===== src/rtl/gt_pkg.sv =====
package gt_pkg;
  localparam int CNT_W  = 16;
  localparam int PS_W   = 3;
  localparam int SYNC_N = 2;

  typedef enum logic [2:0] {
    A_CNT_HI = 3'd0,
    A_CNT_LO = 3'd1,
    A_RLD_HI = 3'd2,
    A_RLD_LO = 3'd3,
    A_CTRL   = 3'd4,
    A_EVSEL  = 3'd5
  } addr_e;

  typedef struct packed {
    logic            out_en;
    logic [PS_W-1:0] psel;
    logic            pol;
    logic            cmp_mode;
    logic            en;
  } ctrl_t;
endpackage


===== src/rtl/gt_regs.sv =====
module gt_regs
  import gt_pkg::*;
(
  input  logic             clk,
  input  logic             rst_n,
  input  logic             wr_en,
  input  logic [2:0]       wr_addr,
  input  logic [7:0]       wr_data,
  output ctrl_t            ctrl,
  output logic [1:0]       ev_sel,
  output logic [CNT_W-1:0] reload,
  output logic             cnt_wr_hi,
  output logic             cnt_wr_lo
);
  localparam int HALF = CNT_W / 2;

  always_ff @(posedge clk) begin
    if (!rst_n) begin
      ctrl   <= '0;
      ev_sel <= 2'b00;
      reload <= '0;
    end else if (wr_en) begin
      case (addr_e'(wr_addr))
        A_RLD_HI: reload[CNT_W-1:HALF] <= wr_data;
        A_RLD_LO: reload[HALF-1:0]     <= wr_data;
        A_CTRL:   ctrl                 <= ctrl_t'(wr_data[6:0]);
        A_EVSEL:  ev_sel               <= wr_data[1:0];
        default:  ;
      endcase
    end
  end

  // count writes are refused while the timer runs
  assign cnt_wr_hi = wr_en && (wr_addr == A_CNT_HI) && !ctrl.en;
  assign cnt_wr_lo = wr_en && (wr_addr == A_CNT_LO) && !ctrl.en;
endmodule


===== src/rtl/gt_gate.sv =====
module gt_gate
  import gt_pkg::*;
(
  input  logic clk,
  input  logic rst_n,
  input  logic tmr_in,
  input  logic pol,
  output logic active,
  output logic fell
);
  logic [SYNC_N-1:0] sync_q;
  logic              prev_q;

  generate
    if (SYNC_N == 1) begin : g_one
      always_ff @(posedge clk)
        if (!rst_n) sync_q <= '0;
        else        sync_q <= tmr_in;
    end else begin : g_chain
      always_ff @(posedge clk)
        if (!rst_n) sync_q <= '0;
        else        sync_q <= {sync_q[SYNC_N-2:0], tmr_in};
    end
  endgenerate

  assign active = pol ? sync_q[SYNC_N-1] : ~sync_q[SYNC_N-1];

  always_ff @(posedge clk)
    if (!rst_n) prev_q <= 1'b0;
    else        prev_q <= active;

  assign fell = prev_q && !active;


  fell_once_chk: assert property (@(posedge clk) disable iff (!rst_n)
    fell |=> !fell);
endmodule


===== src/rtl/gt_prescale.sv =====
module gt_prescale
  import gt_pkg::*;
(
  input  logic            clk,
  input  logic            rst_n,
  input  logic            en,
  input  logic [PS_W-1:0] psel,
  output logic            tick
);
  localparam int DIV_W = (1 << PS_W) - 1;

  logic [DIV_W-1:0] pre_q;
  logic [DIV_W-1:0] mask;

  assign mask = ~({DIV_W{1'b1}} << psel);
  assign tick = en && ((pre_q & mask) == mask);

  always_ff @(posedge clk)
    if (!rst_n || !en) pre_q <= '0;
    else               pre_q <= pre_q + 1'b1;


  tick_gap_chk: assert property (@(posedge clk) disable iff (!rst_n)
    (tick && psel != '0 && en) |=> !tick);
endmodule


===== src/rtl/gt_counter.sv =====
module gt_counter
  import gt_pkg::*;
(
  input  logic             clk,
  input  logic             rst_n,
  input  logic             adv,
  input  logic             cmp_mode,
  input  logic [CNT_W-1:0] reload,
  input  logic             wr_hi,
  input  logic             wr_lo,
  input  logic [7:0]       wr_data,
  output logic [CNT_W-1:0] count,
  output logic             hit
);
  localparam int HALF = CNT_W / 2;
  localparam logic [CNT_W-1:0] RESTART = CNT_W'(1);

  assign hit = adv && (count == reload);

  always_ff @(posedge clk) begin
    if (!rst_n)                count <= '0;
    else if (adv)              count <= (hit && !cmp_mode) ? RESTART : count + 1'b1;
    else if (wr_hi)            count[CNT_W-1:HALF] <= wr_data;
    else if (wr_lo)            count[HALF-1:0]     <= wr_data;
  end


  wrap_chk: assert property (@(posedge clk) disable iff (!rst_n)
    (hit && !cmp_mode) |=> (count == RESTART));


  cmp_cont_chk: assert property (@(posedge clk) disable iff (!rst_n)
    (hit && cmp_mode) |=> (count == $past(reload) + 1'b1));
endmodule


===== src/rtl/gate_timer16.sv =====
module gate_timer16
  import gt_pkg::*;
(
  input  logic        clk,
  input  logic        rst_n,
  input  logic        wr_en,
  input  logic [2:0]  wr_addr,
  input  logic [7:0]  wr_data,
  input  logic        tmr_in,
  output logic        irq,
  output logic        tmr_out,
  output logic [15:0] count_o
);
  ctrl_t            ctrl;
  logic [1:0]       ev_sel;
  logic [CNT_W-1:0] reload;
  logic             cnt_wr_hi, cnt_wr_lo;
  logic             gate_act, gate_fell, tick, adv, hit;
  logic             ev_deassert, ev_reload, pass_d, pass_r;
  logic             irq_q, out_q;

  gt_regs u_regs (
    .clk, .rst_n, .wr_en, .wr_addr, .wr_data,
    .ctrl, .ev_sel, .reload, .cnt_wr_hi, .cnt_wr_lo
  );

  gt_gate u_gate (
    .clk, .rst_n, .tmr_in, .pol(ctrl.pol), .active(gate_act), .fell(gate_fell)
  );

  gt_prescale u_pre (
    .clk, .rst_n, .en(ctrl.en), .psel(ctrl.psel), .tick
  );

  assign adv = tick && (ctrl.cmp_mode || gate_act);

  gt_counter u_cnt (
    .clk, .rst_n, .adv, .cmp_mode(ctrl.cmp_mode), .reload,
    .wr_hi(cnt_wr_hi), .wr_lo(cnt_wr_lo), .wr_data,
    .count(count_o), .hit
  );

  assign ev_deassert = ctrl.en && !ctrl.cmp_mode && gate_fell;
  assign ev_reload   = hit;
  assign pass_d      = (ev_sel != 2'b10);
  assign pass_r      = (ev_sel != 2'b01);

  always_ff @(posedge clk) begin
    if (!rst_n) begin
      irq_q <= 1'b0;
      out_q <= 1'b0;
    end else begin
      irq_q <= (ev_deassert && pass_d) || (ev_reload && pass_r);
      if (ev_reload) out_q <= ~out_q;
    end
  end

  assign irq     = irq_q;
  assign tmr_out = ctrl.out_en && out_q;


  irq_en_chk: assert property (@(posedge clk) disable iff (!rst_n)
    irq_q |-> $past(ctrl.en));


  hold_dis_chk: assert property (@(posedge clk) disable iff (!rst_n)
    (!ctrl.en && !cnt_wr_hi && !cnt_wr_lo) |=> $stable(count_o));


  gate_hold_chk: assert property (@(posedge clk) disable iff (!rst_n)
    (ctrl.en && !ctrl.cmp_mode && !gate_act) |=> $stable(count_o));


  out_toggle_chk: assert property (@(posedge clk) disable iff (!rst_n)
    (out_q != $past(out_q)) |-> $past(ev_reload));
endmodule


===== config.mk =====
export PLATFORM = sky130hd
export DESIGN_NAME = gate_timer16
export DESIGN_NICKNAME = d
export VERILOG_FILES = /design/src/rtl/gt_pkg.sv /design/src/rtl/gt_regs.sv /design/src/rtl/gt_gate.sv /design/src/rtl/gt_prescale.sv /design/src/rtl/gt_counter.sv /design/src/rtl/gate_timer16.sv
export SDC_FILE = /design/constraint.sdc
export NUM_CORES = 1
export LEC_CHECK = 0
export ABC_CLOCK_PERIOD_IN_PS = 3000
export CAP_MARGIN = 15
export CORE_ASPECT_RATIO = 0.5
export CORE_MARGIN = 2
export CORE_UTILIZATION = 55
export CTS_CLUSTER_DIAMETER = 200
export DETAILED_ROUTE_END_ITERATION = 6
export PLACE_DENSITY = 0.76
export SKIP_LAST_GASP = 1
export SYNTH_ARGS = -nofsm -noshare
export SYNTH_HDL_FRONTEND = slang
export SYNTH_HIERARCHICAL = 1
export SYNTH_SLANG_ARGS = --single-unit

===== constraint.sdc =====
create_clock -name clk -period 3 [get_ports clk]
set_input_delay 0.6 -clock clk [delete_from_list [all_inputs] [get_ports clk]]
set_output_delay 0.6 -clock clk [all_outputs]
set_load 0.01 [all_outputs]

==> results.py <==
metrics = {
    "power": {
        "seqPwrFrac_pct": 53.6,
        "p_per_area_mw_per_mm2": 428,
        "p_leak_nw": 1.19,
        "power.share.clock_pct": 35.7,
        "intPower_w": 0.00104,
        "peakVddDrop_mv": 0.222,
        "switching_power_w": 0.000342,
        "sw_frac_of_total_pct": 24.8,
        "combPwrFrac_pct": 10.7,
    },
    "setup_path": {
        "setup.worst_path.start_class": "register",
        "arrival_ns": 2.86,
        "worstPathRequired_ns": 3.20,
        "setup.worst_path.end_class": "register",
        "critPathMaxFanout": 10,
        "path_class": "reg -> reg",
    },
    "placement": {
        "place_area_sq_mm": 0.00311,
        "finalWeightedCongestion": 0.908,
        "dp_hpwl_um": 4960,
        "port-buffer-count": 32,
    },
    "synth": {
        "synth_flop_cell": "dfxtp_1",
        "synth_top_area_share_pct": 38.7,
        "syn-num-nets": 339,
        "netlist_area_sq_mm": 0.00275,
        "ys_warn_count": 6,
        "ys_seq_elements": 53,
        "synth_edf_count": 0,
        "yosysSeqAreaShare_pct": 38.7,
        "synth_cell_types": 44,
        "avgSynthCellArea_sq_um": 8.53,
        "async_flop_share_pct": 0,
        "yosys.area.top_type": "dfxtp_1",
        "synth.area.top_cells": "dfxtp_1 (39%), mux2i_1 (9.5%), nand2_1 (7.4%)",
        "syn_inst": 322,
    },
    "sta": {
        "hold_viol_final": 0,
        "worst_pin_slew_ns": 0.605,
        "fmax_mhz": 377,
        "rsz0062_at_grt": "false",
        "finalClockSkew_ns": 0.00598,
        "relSlewSlack_pct": 59.5,
        "setup_viol": 0,
        "hold_slack_ns": 0.453,
        "min_period_ns": 2.65,
        "slew_violations": 0,
        "finalSetupTns_ns": 0,
        "fin_crit_sh_pct": 88.5,
    },
    "cells_and_area": {
        "fin_nets": 369,
        "n_antenna_cell": 0,
        "drive_above_1_share_pct": 5.95,
        "area_delta_synth_final_pct": 17.4,
        "postLayoutCoreUtil_pct": 66.3,
        "finalInstanceArea_sq_mm": 0.00322,
    },
    "clock_tree": {
        "clock_latency_ns": 0.31,
        "cts.sinks": 53,
        "cts_resized": 0,
        "cts_root_buf": "clkbuf_8",
        "postCtsSetupBuffers": 0,
        "cts_tree": "built",
        "clock_tree.buffer_depth": 2,
        "cts.clk_slew.worst_paths_ns": 0.09,
        "htreeDepth": 2,
        "numCtsBuffers": 5,
        "postCtsHoldBufs": 0,
    },
    "drt": {
        "drc": 0,
        "ant_nets": 0,
        "initialDrtViolationCount": 147,
        "via_per_inst": 5.74,
        "drt-total-wl_um": 6720,
        "firstDrtPassIters": 6,
        "wl_per_cell_um": 15.9,
        "route.vias.total": 2428,
    },
    "grt": {
        "grt_overflow": 0,
        "grt_usage_pct": 24.8,
        "grt_pass1_vias": 2105,
        "grt_pass1_wl_um": 10600,
        "antenna_found_initial": 0,
        "grt_max_degree": 47,
    },
    "floorplan": {
        "coreArea_sq_mm": 0.00486,
        "die_h_um": 54.0,
        "num_rows": 18,
        "die_w_um": 104,
        "die_area_sq_mm": 0.00561,
        "start_util_pct": 56.4,
        "ios": 33,
    },
    "min_path": {
        "hp-class": "reg -> reg",
    },
    "job": {
        "maxCapViolations": 0,
    },
    "run_status": {
        "outcome": "complete, no violations",
    },
}
-- path summary, 6_finish.rpt --
check | startpoint | end | slack (ns) | cells past startpoint
max | u_pre/pre_q[0] | u_cnt/count[4] | 0.35 | 10
min | u_gate/sync_q[0] | u_gate/sync_q[1] | 0.45 | 1
max reg2reg | u_pre/pre_q[0] | u_cnt/count[4] | 0.35 | 10
min reg2reg | u_gate/sync_q[0] | u_gate/sync_q[1] | 0.45 | 1
-- metrics by stage --
stage / total power [W] / setup slack (ns) / instances
final: 0.00138 / 0.346 / 423
after global routing: 0.00143 / 0.140 / 423
after CTS: 0.00139 / 0.388 / 423
after detailed placement: 0.000901 / 0.283 / 415
after global placement: 0.000897 / 0.344 / 415
after floorplan: 0.000839 / 0.845 / 322
-- area by class of cell --
class | instances | area (sq um)
clock buffers | 6 | 72.6
clock inverters | 2 | 38.8
fillers | 417 | 1640
inverters | 8 | 30.0
multi-input cells | 248 | 1580
flip-flops and latches | 53 | 1060
well taps | 70 | 87.6
repair buffers | 36 | 350
-- cell families after synthesis --
logic type	Yosys count	synth area share [%]
buffers and inverters	21	3.92
DFF	53	38.7
xor gates and xnor gates	25	8.52
AOI/OAI and AO/OA	59	13.4
adders and majority gates	2	0.911
muxes	26	9.48
and+or+nand+nor	136	25.1
-- layer usage --
metal / vias up / global-route usage [%] / wire length [um]
met1: 1150 / 35.3 / 3310
met3: 6 / 5.69 / 423
met5: - / 0 / 0
met2: 93 / 38.7 / 2970
met4: 0 / 6.08 / 19
li1: 1179 / - / -
-- registers in the layout, indices dropped and copies added (netlist names) --
name and count:
u_regs/reload 16, u_pre/pre_q 7, irq 1, out_q 1, u_regs/ev_sel 2, u_cnt/count 16, u_regs/ctrl 7, u_gate/prev_q 1
u_gate/sync_q 2
-- cells in the final DEF (no fill, tap or decap), types with 4 or more instances in the layout --
cell,count
nor3_1,6
o21ai_1,6
o21ai_0,13
nor2b_1,9
nor2_1,23
a21oi_1,21
a221o_1,5
inv_1,8
nand4_1,5
nand2_1,54
clkdlybuf4s50_1,32
nand2b_1,4
nand3_1,11
dfxtp_1,53
clkbuf_8,5
xnor2_1,20
buf_4,4
and2_1,5
mux2i_1,26
and3_1,6
-- cell usage after synthesis, types with 2 or more instances --
| library cell | count |
|---|---|
| a21o_1 | 3 |
| o31ai_1 | 3 |
| a21oi_1 | 21 |
| ha_1 | 2 |
| buf_2 | 5 |
| nand4b_1 | 2 |
| dfxtp_1 | 53 |
| nand4_1 | 5 |
| buf_6 | 3 |
| nor2b_1 | 9 |
| o21ai_0 | 13 |
| nand3_1 | 11 |
| xor2_1 | 3 |
| nand2b_1 | 4 |
| o21ai_1 | 6 |
| xnor2_2 | 2 |
| nor3_1 | 6 |
| inv_1 | 8 |
| and2_1 | 5 |
| xnor2_1 | 20 |
| mux2i_1 | 26 |
| nor2_1 | 23 |
| and3_1 | 6 |
| a221o_1 | 5 |
| and4bb_1 | 2 |
| nand2_1 | 54 |
| clkbuf_1 | 5 |
-- worst max-delay path, stage by stage, from the launching register on --
cell,delay (ns)
dfxtp_1,0.41
nand2_1,0.13
o21ai_0,0.24
o211ai_1,0.12
a21oi_1,0.15
o21a_1,0.37
nand2_1,0.17
nor4_4,0.31
a21o_4,0.23
o21ai_1,0.08
a221o_1,0.34
-- power groups by stage --
| stage | clock, W | combinational, W | sequential (W) |
|---|---|---|---|
| 6_report | 0.000493 | 0.000148 | 0.000740 |
| 2_1_floorplan | 0 | 0.0000869 | 0.000752 |
| 3_5_place_dp | 0 | 0.000145 | 0.000756 |
| 3_3_place_gp | 0 | 0.000142 | 0.000755 |
| 4_1_cts | 0.000501 | 0.000146 | 0.000740 |
| 5_1_grt | 0.000530 | 0.000160 | 0.000742 |
(Power assumes the default switching activity.)
